`src/rtl/xbf_pkg.sv`:
```
// Shared types for the cross-bus access filter.
// Assumes the configuration word layout [0] protection, [2:1] show mode.
package xbf_pkg;

    typedef enum logic [1:0] {
        SHOW_OFF  = 2'b00,
        SHOW_WR   = 2'b01,
        SHOW_RSVD = 2'b10,
        SHOW_ALL  = 2'b11
    } show_mode_e;

    typedef struct packed {
        show_mode_e mode;
        logic       prot;
    } cfg_t;

    localparam int CFG_W = $bits(cfg_t);

    // Returns 1 when the mode asks for a cycle of this direction to be shown.
    function automatic logic show_allowed(input show_mode_e m, input logic wr);
        case (m)
            SHOW_WR:  return wr;
            SHOW_ALL: return 1'b1;
            default:  return 1'b0;
        endcase
    endfunction

endpackage

```
`src/rtl/xbf_cfg_reg.sv`:
```
// Configuration register of the filter.
// Local side writes every field; secondary side may change only the mode.
// Assumes a local write in the same cycle takes priority.
module xbf_cfg_reg
    import xbf_pkg::*;
(
    input  logic clk,
    input  logic rst_n,
    input  logic lcl_we,
    input  cfg_t lcl_wdata,
    input  logic sec_we,
    input  cfg_t sec_wdata,
    output cfg_t cfg
);

    // Hold configuration; the local side wins, the secondary side touches only the mode.
    always_ff @(posedge clk) begin
        if (!rst_n) begin
            cfg <= '0;
        end else if (lcl_we) begin
            cfg <= lcl_wdata;
        end else if (sec_we) begin
            cfg.mode <= sec_wdata.mode;
        end
    end

    a_r1_reset_clears: assert property (@(posedge clk) !rst_n |=> cfg == '0);

    a_r4_prot_local_only: assert property (@(posedge clk) disable iff (!rst_n)
        !lcl_we |=> cfg.prot == $past(cfg.prot));

    a_r10_local_wins: assert property (@(posedge clk) disable iff (!rst_n)
        lcl_we |=> cfg == $past(lcl_wdata));

endmodule

```
`src/rtl/xbf_region_match.sv`:
```
// Address compare for the calibration RAM window.
// Assumes BASE and MASK are constants; bits cleared in MASK are ignored.
module xbf_region_match #(
    parameter int              AW   = 32,
    parameter logic [AW-1:0]   BASE = '0,
    parameter logic [AW-1:0]   MASK = '0
) (
    input  logic [AW-1:0] addr,
    output logic          hit
);

    localparam logic [AW-1:0] BASE_M = BASE & MASK;

    // Flag an address whose masked bits equal the masked base.
    always_comb begin
        hit = ((addr & MASK) == BASE_M);
    end

endmodule

```
`src/rtl/xbf_sec_filter.sv`:
```
// Gate for secondary-bus requests into the local bus.
// Blocks window hits while protected and raises a one-cycle error the next cycle.
// Assumes the request is presented for one sampled cycle.
module xbf_sec_filter #(
    parameter int AW = 32
) (
    input  logic          clk,
    input  logic          rst_n,
    input  logic          cfg_prot,
    input  logic          hit,
    input  logic          req_valid,
    input  logic          req_write,
    input  logic [AW-1:0] req_addr,
    output logic          fwd_valid,
    output logic          fwd_write,
    output logic [AW-1:0] fwd_addr,
    output logic          err
);

    logic block;

    // Decide whether the current request is refused.
    always_comb begin
        block     = req_valid && hit && cfg_prot;
        fwd_valid = req_valid && !block;
        fwd_write = req_write;
        fwd_addr  = req_addr;
    end

    // Register the error pulse for the cycle after the refused request.
    always_ff @(posedge clk) begin
        if (!rst_n) err <= 1'b0;
        else        err <= block;
    end

    a_r2_err_after_block: assert property (@(posedge clk) disable iff (!rst_n)
        (req_valid && hit && cfg_prot) |=> err);

    a_r2_err_has_cause: assert property (@(posedge clk) disable iff (!rst_n)
        err |-> ($past(req_valid) && $past(cfg_prot) && $past(hit)));

    a_r3_open_passes: assert property (@(posedge clk) disable iff (!rst_n)
        (req_valid && !cfg_prot) |-> (fwd_valid && fwd_addr == req_addr));

endmodule

```
`src/rtl/xbf_show_gen.sv`:
```
// Show-cycle generator for local-bus cycles.
// Mirrors address, data and direction one cycle later when the mode allows it
// and the protection flag does not suppress a window hit.
module xbf_show_gen
    import xbf_pkg::*;
#(
    parameter int AW = 32,
    parameter int DW = 32
) (
    input  logic          clk,
    input  logic          rst_n,
    input  cfg_t          cfg,
    input  logic          hit,
    input  logic          lb_valid,
    input  logic          lb_write,
    input  logic [AW-1:0] lb_addr,
    input  logic [DW-1:0] lb_data,
    output logic          stb,
    output logic          show_write,
    output logic [AW-1:0] show_addr,
    output logic [DW-1:0] show_data
);

    logic want;

    // Decide whether this local cycle is to be shown.
    always_comb begin
        want = lb_valid && show_allowed(cfg.mode, lb_write) && !(cfg.prot && hit);
    end

    // Register the strobe and capture the shown cycle's fields.
    always_ff @(posedge clk) begin
        if (!rst_n) begin
            stb        <= 1'b0;
            show_write <= 1'b0;
            show_addr  <= '0;
            show_data  <= '0;
        end else begin
            stb <= want;
            if (want) begin
                show_write <= lb_write;
                show_addr  <= lb_addr;
                show_data  <= lb_data;
            end
        end
    end

    a_r5_off_modes_silent: assert property (@(posedge clk) disable iff (!rst_n)
        stb |-> ($past(cfg.mode) == SHOW_WR || $past(cfg.mode) == SHOW_ALL));

    a_r6_write_only: assert property (@(posedge clk) disable iff (!rst_n)
        (stb && $past(cfg.mode) == SHOW_WR) |-> show_write);

    a_r8_prot_suppresses: assert property (@(posedge clk) disable iff (!rst_n)
        (stb && $past(cfg.prot)) |-> !$past(hit));

    a_r9_follows_request: assert property (@(posedge clk) disable iff (!rst_n)
        stb |-> ($past(lb_valid) && show_addr == $past(lb_addr)));

endmodule

```
`src/rtl/xbf_top.sv`:
```
// Cross-bus access filter with show-cycle control.
// Joins the configuration register, two window compares, the secondary-bus
// gate and the show-cycle generator. Bus timing and arbitration lie outside.
module xbf_top
    import xbf_pkg::*;
#(
    parameter int               ADDR_W      = 32,
    parameter int               DATA_W      = 32,
    parameter logic [ADDR_W-1:0] REGION_BASE = 32'h0038_0000,
    parameter logic [ADDR_W-1:0] REGION_MASK = 32'hFFFF_8000
) (
    input  logic              clk,
    input  logic              rst_n,
    input  logic              lcl_cfg_we,
    input  logic [2:0]        lcl_cfg_wdata,
    input  logic              sec_cfg_we,
    input  logic [2:0]        sec_cfg_wdata,
    input  logic              sec_req_valid,
    input  logic              sec_req_write,
    input  logic [ADDR_W-1:0] sec_req_addr,
    output logic              sec_fwd_valid,
    output logic              sec_fwd_write,
    output logic [ADDR_W-1:0] sec_fwd_addr,
    output logic              sec_err,
    input  logic              lb_req_valid,
    input  logic              lb_req_write,
    input  logic [ADDR_W-1:0] lb_req_addr,
    input  logic [DATA_W-1:0] lb_req_data,
    output logic              show_stb,
    output logic              show_write,
    output logic [ADDR_W-1:0] show_addr,
    output logic [DATA_W-1:0] show_data
);

    localparam int NPORT = 2;

    cfg_t              cfg;
    logic [ADDR_W-1:0] chk_addr [NPORT];
    logic [NPORT-1:0]  chk_hit;

    xbf_cfg_reg u_cfg (
        .clk       (clk),
        .rst_n     (rst_n),
        .lcl_we    (lcl_cfg_we),
        .lcl_wdata (cfg_t'(lcl_cfg_wdata)),
        .sec_we    (sec_cfg_we),
        .sec_wdata (cfg_t'(sec_cfg_wdata)),
        .cfg       (cfg)
    );

    // Route each bus address to its own window compare (0 = secondary, 1 = local).
    always_comb begin
        chk_addr[0] = sec_req_addr;
        chk_addr[1] = lb_req_addr;
    end

    for (genvar p = 0; p < NPORT; p++) begin : g_match
        xbf_region_match #(
            .AW   (ADDR_W),
            .BASE (REGION_BASE),
            .MASK (REGION_MASK)
        ) u_match (
            .addr (chk_addr[p]),
            .hit  (chk_hit[p])
        );
    end

    xbf_sec_filter #(.AW(ADDR_W)) u_sec (
        .clk       (clk),
        .rst_n     (rst_n),
        .cfg_prot  (cfg.prot),
        .hit       (chk_hit[0]),
        .req_valid (sec_req_valid),
        .req_write (sec_req_write),
        .req_addr  (sec_req_addr),
        .fwd_valid (sec_fwd_valid),
        .fwd_write (sec_fwd_write),
        .fwd_addr  (sec_fwd_addr),
        .err       (sec_err)
    );

    xbf_show_gen #(.AW(ADDR_W), .DW(DATA_W)) u_show (
        .clk        (clk),
        .rst_n      (rst_n),
        .cfg        (cfg),
        .hit        (chk_hit[1]),
        .lb_valid   (lb_req_valid),
        .lb_write   (lb_req_write),
        .lb_addr    (lb_req_addr),
        .lb_data    (lb_req_data),
        .stb        (show_stb),
        .show_write (show_write),
        .show_addr  (show_addr),
        .show_data  (show_data)
    );

    a_r9_single_err: assert property (@(posedge clk) disable iff (!rst_n)
        (sec_err && !$past(sec_req_valid, 1)) |-> 1'b0);

endmodule

```
`config.mk`:
```
export PLATFORM = sky130hd
export DESIGN_NAME = xbf_top
export DESIGN_NICKNAME = d
export VERILOG_FILES = /design/src/rtl/xbf_pkg.sv /design/src/rtl/xbf_cfg_reg.sv /design/src/rtl/xbf_region_match.sv /design/src/rtl/xbf_sec_filter.sv /design/src/rtl/xbf_show_gen.sv /design/src/rtl/xbf_top.sv
export SDC_FILE = /design/constraint.sdc
export NUM_CORES = 1
export LEC_CHECK = 0
export BUFFER_PORTS_ARGS = -buffer_cell sky130_fd_sc_hd__buf_4
export CORE_UTILIZATION = 27
export CTS_CLUSTER_DIAMETER = 80
export DETAILED_ROUTE_END_ITERATION = 12
export PLACE_DENSITY = 0.54
export SETUP_SLACK_MARGIN = 0.5
export SLEW_MARGIN = 40
export SYNTH_ARGS = -nofsm -noshare
export SYNTH_HDL_FRONTEND = slang
export SYNTH_SLANG_ARGS = --single-unit
```
`constraint.sdc`:
```
create_clock -name clk -period 4.7 [get_ports clk]
set_clock_uncertainty 0.2 [all_clocks]
set_input_delay 0.94 -clock clk [delete_from_list [all_inputs] [get_ports clk]]
set_output_delay 0.94 -clock clk [all_outputs]
set_load 0.005 [all_outputs]
```
# Word-level counts from Yosys, hierarchy flattened

Cells that the tools add are included.

Equal/unequal tests: 4
Multiplexer cells: 3
Reductions and logical operators: 9

Operator list:

| operator                                                          | number |
|---|---|
| 17-bit by 7-bit == test with 1-bit output (second input constant) | 2 |
| 1-bit logical AND                                                 | 6 |
| 2-bit two-way mux                                                 | 2 |
| 2-bit by 1-bit == test with 1-bit output (second input constant)  | 1 |
| 2-bit == test (second input constant)                             | 1 |
| 1-bit zero test                                                   | 2 |
| 1-bit one-hot mux with 2 select lines                             | 1 |
| 2-bit nonzero test                                                | 1 |

Flip-flop bits (word level): 70
Input port bits: 110
Output and inout port bits: 101
Logic and storage cells: 23

# Depth between registers and ports, before layout

Depth after elaboration: 5
Mapped depth: 7
Gate-level depth less buffers: 4

# Hierarchy

Synthesis repeated with hierarchy kept, for this count alone.

Cell total of the unflattened synthesis: 346
Area, all modules: 3184.3 sq um

Modules (own cells, without submodules):

| module           | times used | cells each | area each (sq um) | sequential area each (sq um) |
|---|---|---|---|---|
| xbf_show_gen     | 1          | 287        | 2643.8            | 1321.3 |
| xbf_sec_filter   | 1          | 36         | 284.0             | 20.0 |
| xbf_cfg_reg      | 1          | 11         | 131.4             | 60.1 |
| xbf_region_match | 2          | 6          | 62.6              | 0.0 |

# Worst setup path after synthesis

Ideal clock, no wire load.

Path type: input -> output
From: input sec_req_addr[30]
To: output sec_fwd_valid
Arrival: 1.615 ns
Required time: 3.560 ns
Setup slack: 1.945 ns
Cell stages on the path: 4
Buffers on the path: 0
Cell sequence: nor4b_1 -> nand4_1 -> nor4_1 -> nor2b_1

Cells in the longest elaborated chain, start to end: 5

RTL lines:

| what                                      | line                   | source |
|---|---|---|
| start: declaration                        | xbf_top.sv:20          | `input logic [ADDR_W-1:0] sec_req_addr,` |
| 17-bit by 7-bit == test with 1-bit output | xbf_region_match.sv:16 | `hit = ((addr & MASK) == BASE_M);` |
| 1-bit logical AND (2 in series)           | xbf_sec_filter.sv:24   | `block = req_valid && hit && cfg_prot;` |
| 1-bit zero test                           | xbf_sec_filter.sv:25   | `fwd_valid = req_valid && !block;` |
| 1-bit logical AND                         | xbf_sec_filter.sv:25   |  |
| end: declaration                          | xbf_top.sv:21          | `output logic sec_fwd_valid,` |

Every way passes these cells.

# Worst setup path after layout

Ends and elaborated chain as after synthesis.

==> metrics.md <==
| Metric | Value |
|---|---|
| Critical path required time | `3.56 ns` |
| Final setup vio count | `0` |
| Critical path startpoint category | `input pin` |
| Peak supply drop | `0.1207 mV` |
| Cell Rows | `39` |
| Main flop type after synthesis | `dfxtp_1` |
| Vias in the first global route | `2686` |
| Clk_lat worst skew | `0.32 ns` |
| Register share of total power | `44.8%` |
| Most frequent cells in the layout | `buf_4 (179), nand2_1 (114), dfxtp_1 (70)` |
| Vert. Die Dim | `110.5 µm` |
| Fmax | `315.8 MHz` |
| Largest net degree at the start of global routing | `127` |
| Clock transition at path regs | `0.05 ns` |
| TritonCTS Buffers | `9` |
| ANT nets after route | `0` |
| Worst r2r src | `u_cfg.cfg[0]` |
| Most common cell after layout, fill and taps aside | `buf_4` |
| Grt total ovfl | `0` |
| Placed cell area | `4352 µm²` |
| Drt first pass iters | `4` |
| Reg2Reg Setup Slack | `2.52 ns` |
| Final period util | `67.38%` |
| Setup TNS | `0 ns` |
| Inserted Diodes | `0` |
| Worst Slack Setup Final | `1.533 ns` |
| # hold bufs at CTS | `0` |
| Residual DRC count | `0` |
| Post-Syn Instances | `347` |
| Metal2 WL | `3933 µm` |
| RSZ-0062 raised after global routing | `no` |
| Core box area | `11420 µm²` |
| Final-report hold violation count | `0` |
| Synth top area cells | `dfxtp_1 (44%), mux2i_1 (21%), nand2_1 (13%), buf_4 (7.8%), a21boi_0 (1.9%)` |
| P_sw | `307.2 µW` |
| IO Pins | `211` |
| R2r worst-path depth | `5` |
| Sequential area share after synthesis | `44.11%` |
| Htree depth | `3` |
| Clock Power Share | `43.3%` |
| Top Layer Used | `met4` |
| Dominant cell type by area after synthesis | `dfxtp_1` |
| First-pass GRT wire length | `13160 µm` |
| Power, Total | `1378 µW` |
| Max clock buf depth | `2` |
| Dpl hpwl | `5873 µm` |
| Hold path depth | `2` |
| Initial Util | `27.82%` |
| Outcome | `finished clean` |
| Wire length per cell | `12.99 µm` |
| Synthesized cell area | `3177 µm²` |
| Hold Startpoint | `u_show.show_data[19]` |
| Root Buffer | `clkbuf_16` |
| Hold Crit Endpoint | `u_show.show_data[19]` |
| Critical path fanouts, max | `2` |
| Post-Place Setup Slack | `1.482 ns` |
| Routed met1 length | `3416 µm` |
| Reg2reg end | `u_show.stb` |
| Max-slew headroom | `52.06%` |
| Die ar. | `12200 µm²` |
| Setup Buffers After CTS | `0` |
| Initial antenna violation count | `0` |
| Crit end category | `output pin` |
| All-Layer GR Usage | `13.33%` |
| FF+latch count, synth | `70` |
| Async set-or-reset flop fraction in the synthesized netlist | `0%` |
| CTS tree | `yes` |
| Vias/cell | `4.393` |
| Yosys top cell area share | `44.11%` |
| Final RePlAce weighted congestion | `0.7536` |
| Met3 WL | `638 µm` |
| Post-Synthesis Mean Instance Area | `9.155 µm²` |
| Layout cells sized above 1 | `40.62%` |
| WS Path Type | `in2out` |
| Slew Limit Fails | `0` |
| Vias | `2759` |
| Syn Nets | `457` |
| Post_cts resized | `0` |
| Ys Warns | `0` |
| MaxCap Viol Count | `0` |
| Layout area overhead | `45.14%` |
| EDFF count, synth | `0` |
| Distinct cells, synth | `22` |
| Die W | `110.5 µm` |
| Buffers on Ports | `177` |
| DR iter-0 viols | `75` |
| Pwr Density | `299.0 nW/µm²` |
| Logic pwr share | `11.9%` |
| Crit path DAT | `2.03 ns` |
| Fin nets | `592` |
| Worst-Margin Slew | `0.7191 ns` |
| Net Sw Frac | `22.29%` |
| Final worst path period need | `3.167 ns` |
| Design area | `4611 µm²` |
| Pint | `1071 µW` |
| Final wirelength | `8156 µm` |
| Min-Delay Path Class | `reg2reg` |
| Static leakage | `0.002091 µW` |
| CTS sink count | `70` |
## synth_stat cells, types with 3 or more instances
cell type,n
nand2_1,114
dfxtp_1,70
mux2i_1,67
buf_4,33
clkbuf_1,16
nand4_1,9
a21boi_0,8
and2_1,4
buf_6,4
buf_2,3
nor4b_1,3
## state kept, by name, summed over array words and instances, names as in the netlist
register / count
u_show.show_addr: 32
u_show.show_data: 32
u_cfg.cfg: 3
u_sec.err: 1
u_show.show_write: 1
u_show.stb: 1
## final cells by class
class,count,area (µm²)
clock buffers,12,246.5
clock inverters,2,10.01
fillers,1149,6808
multi-input cells,221,1416
flip-flops and latches,70,1401
well taps,143,178.9
repair buffers,180,1358
## through the flow
step	utilization [%]	instances	hold WS (ns)
final	40.38	628	0.2561
after CTS	40.36	628	0.2593
after global routing	40.38	628	0.2677
after detailed placement	38.11	614	0.2501
after floorplan	-	347	0.2511
after global placement	38.08	614	0.2424
## power by group through the flow
stage | sequential [µW] | combinational, µW | clock (µW)
after detailed placement | 630 | 166 | 0
after global placement | 629 | 164 | 0
after floorplan | 630 | 81.3 | 0
final | 618 | 164 | 597
after CTS | 617 | 166 | 623
after global routing | 619 | 179 | 650
## logic make-up (layout without fill, tap and decap cells)
kind of cell	after synthesis	after routing	synth area share, %
AOI/OAI and AO/OA	14	14	3.348
buffers and inverters	56	194	11.58
DFF	70	70	44.11
muxes	67	67	21.11
and+or+nand+nor	140	140	19.85
## critical path, cell delays in order
cell and delay, ns:
buf_4 0.11, nor4b_1 0.36, nand4_1 0.15, nor4_1 0.24, nor2b_1 0.08, buf_4 0.14
## worst max path at each step
stage / from / endpoint / slack (ns) / cells after the start
after floorplan: sec_req_addr[30] / sec_fwd_valid / 1.94 / 4
after global routing: sec_req_addr[30] / sec_fwd_valid / 1.40 / 6
after detailed placement: sec_req_addr[30] / sec_fwd_valid / 1.48 / 6
after global placement: sec_req_addr[30] / sec_fwd_valid / 1.47 / 6
final: sec_req_addr[30] / sec_fwd_valid / 1.53 / 6
after CTS: sec_req_addr[30] / sec_fwd_valid / 1.47 / 6
## metal layers
metal  vias to the layer above  global-route usage, %
li1                       1383                      -
met1                      1247                  14.92
met2                       109                  22.32
met3                        20                  4.775
met4                         0                  6.578
met5                         -                      0
Note: power is estimated with default switching activity, not from simulation.
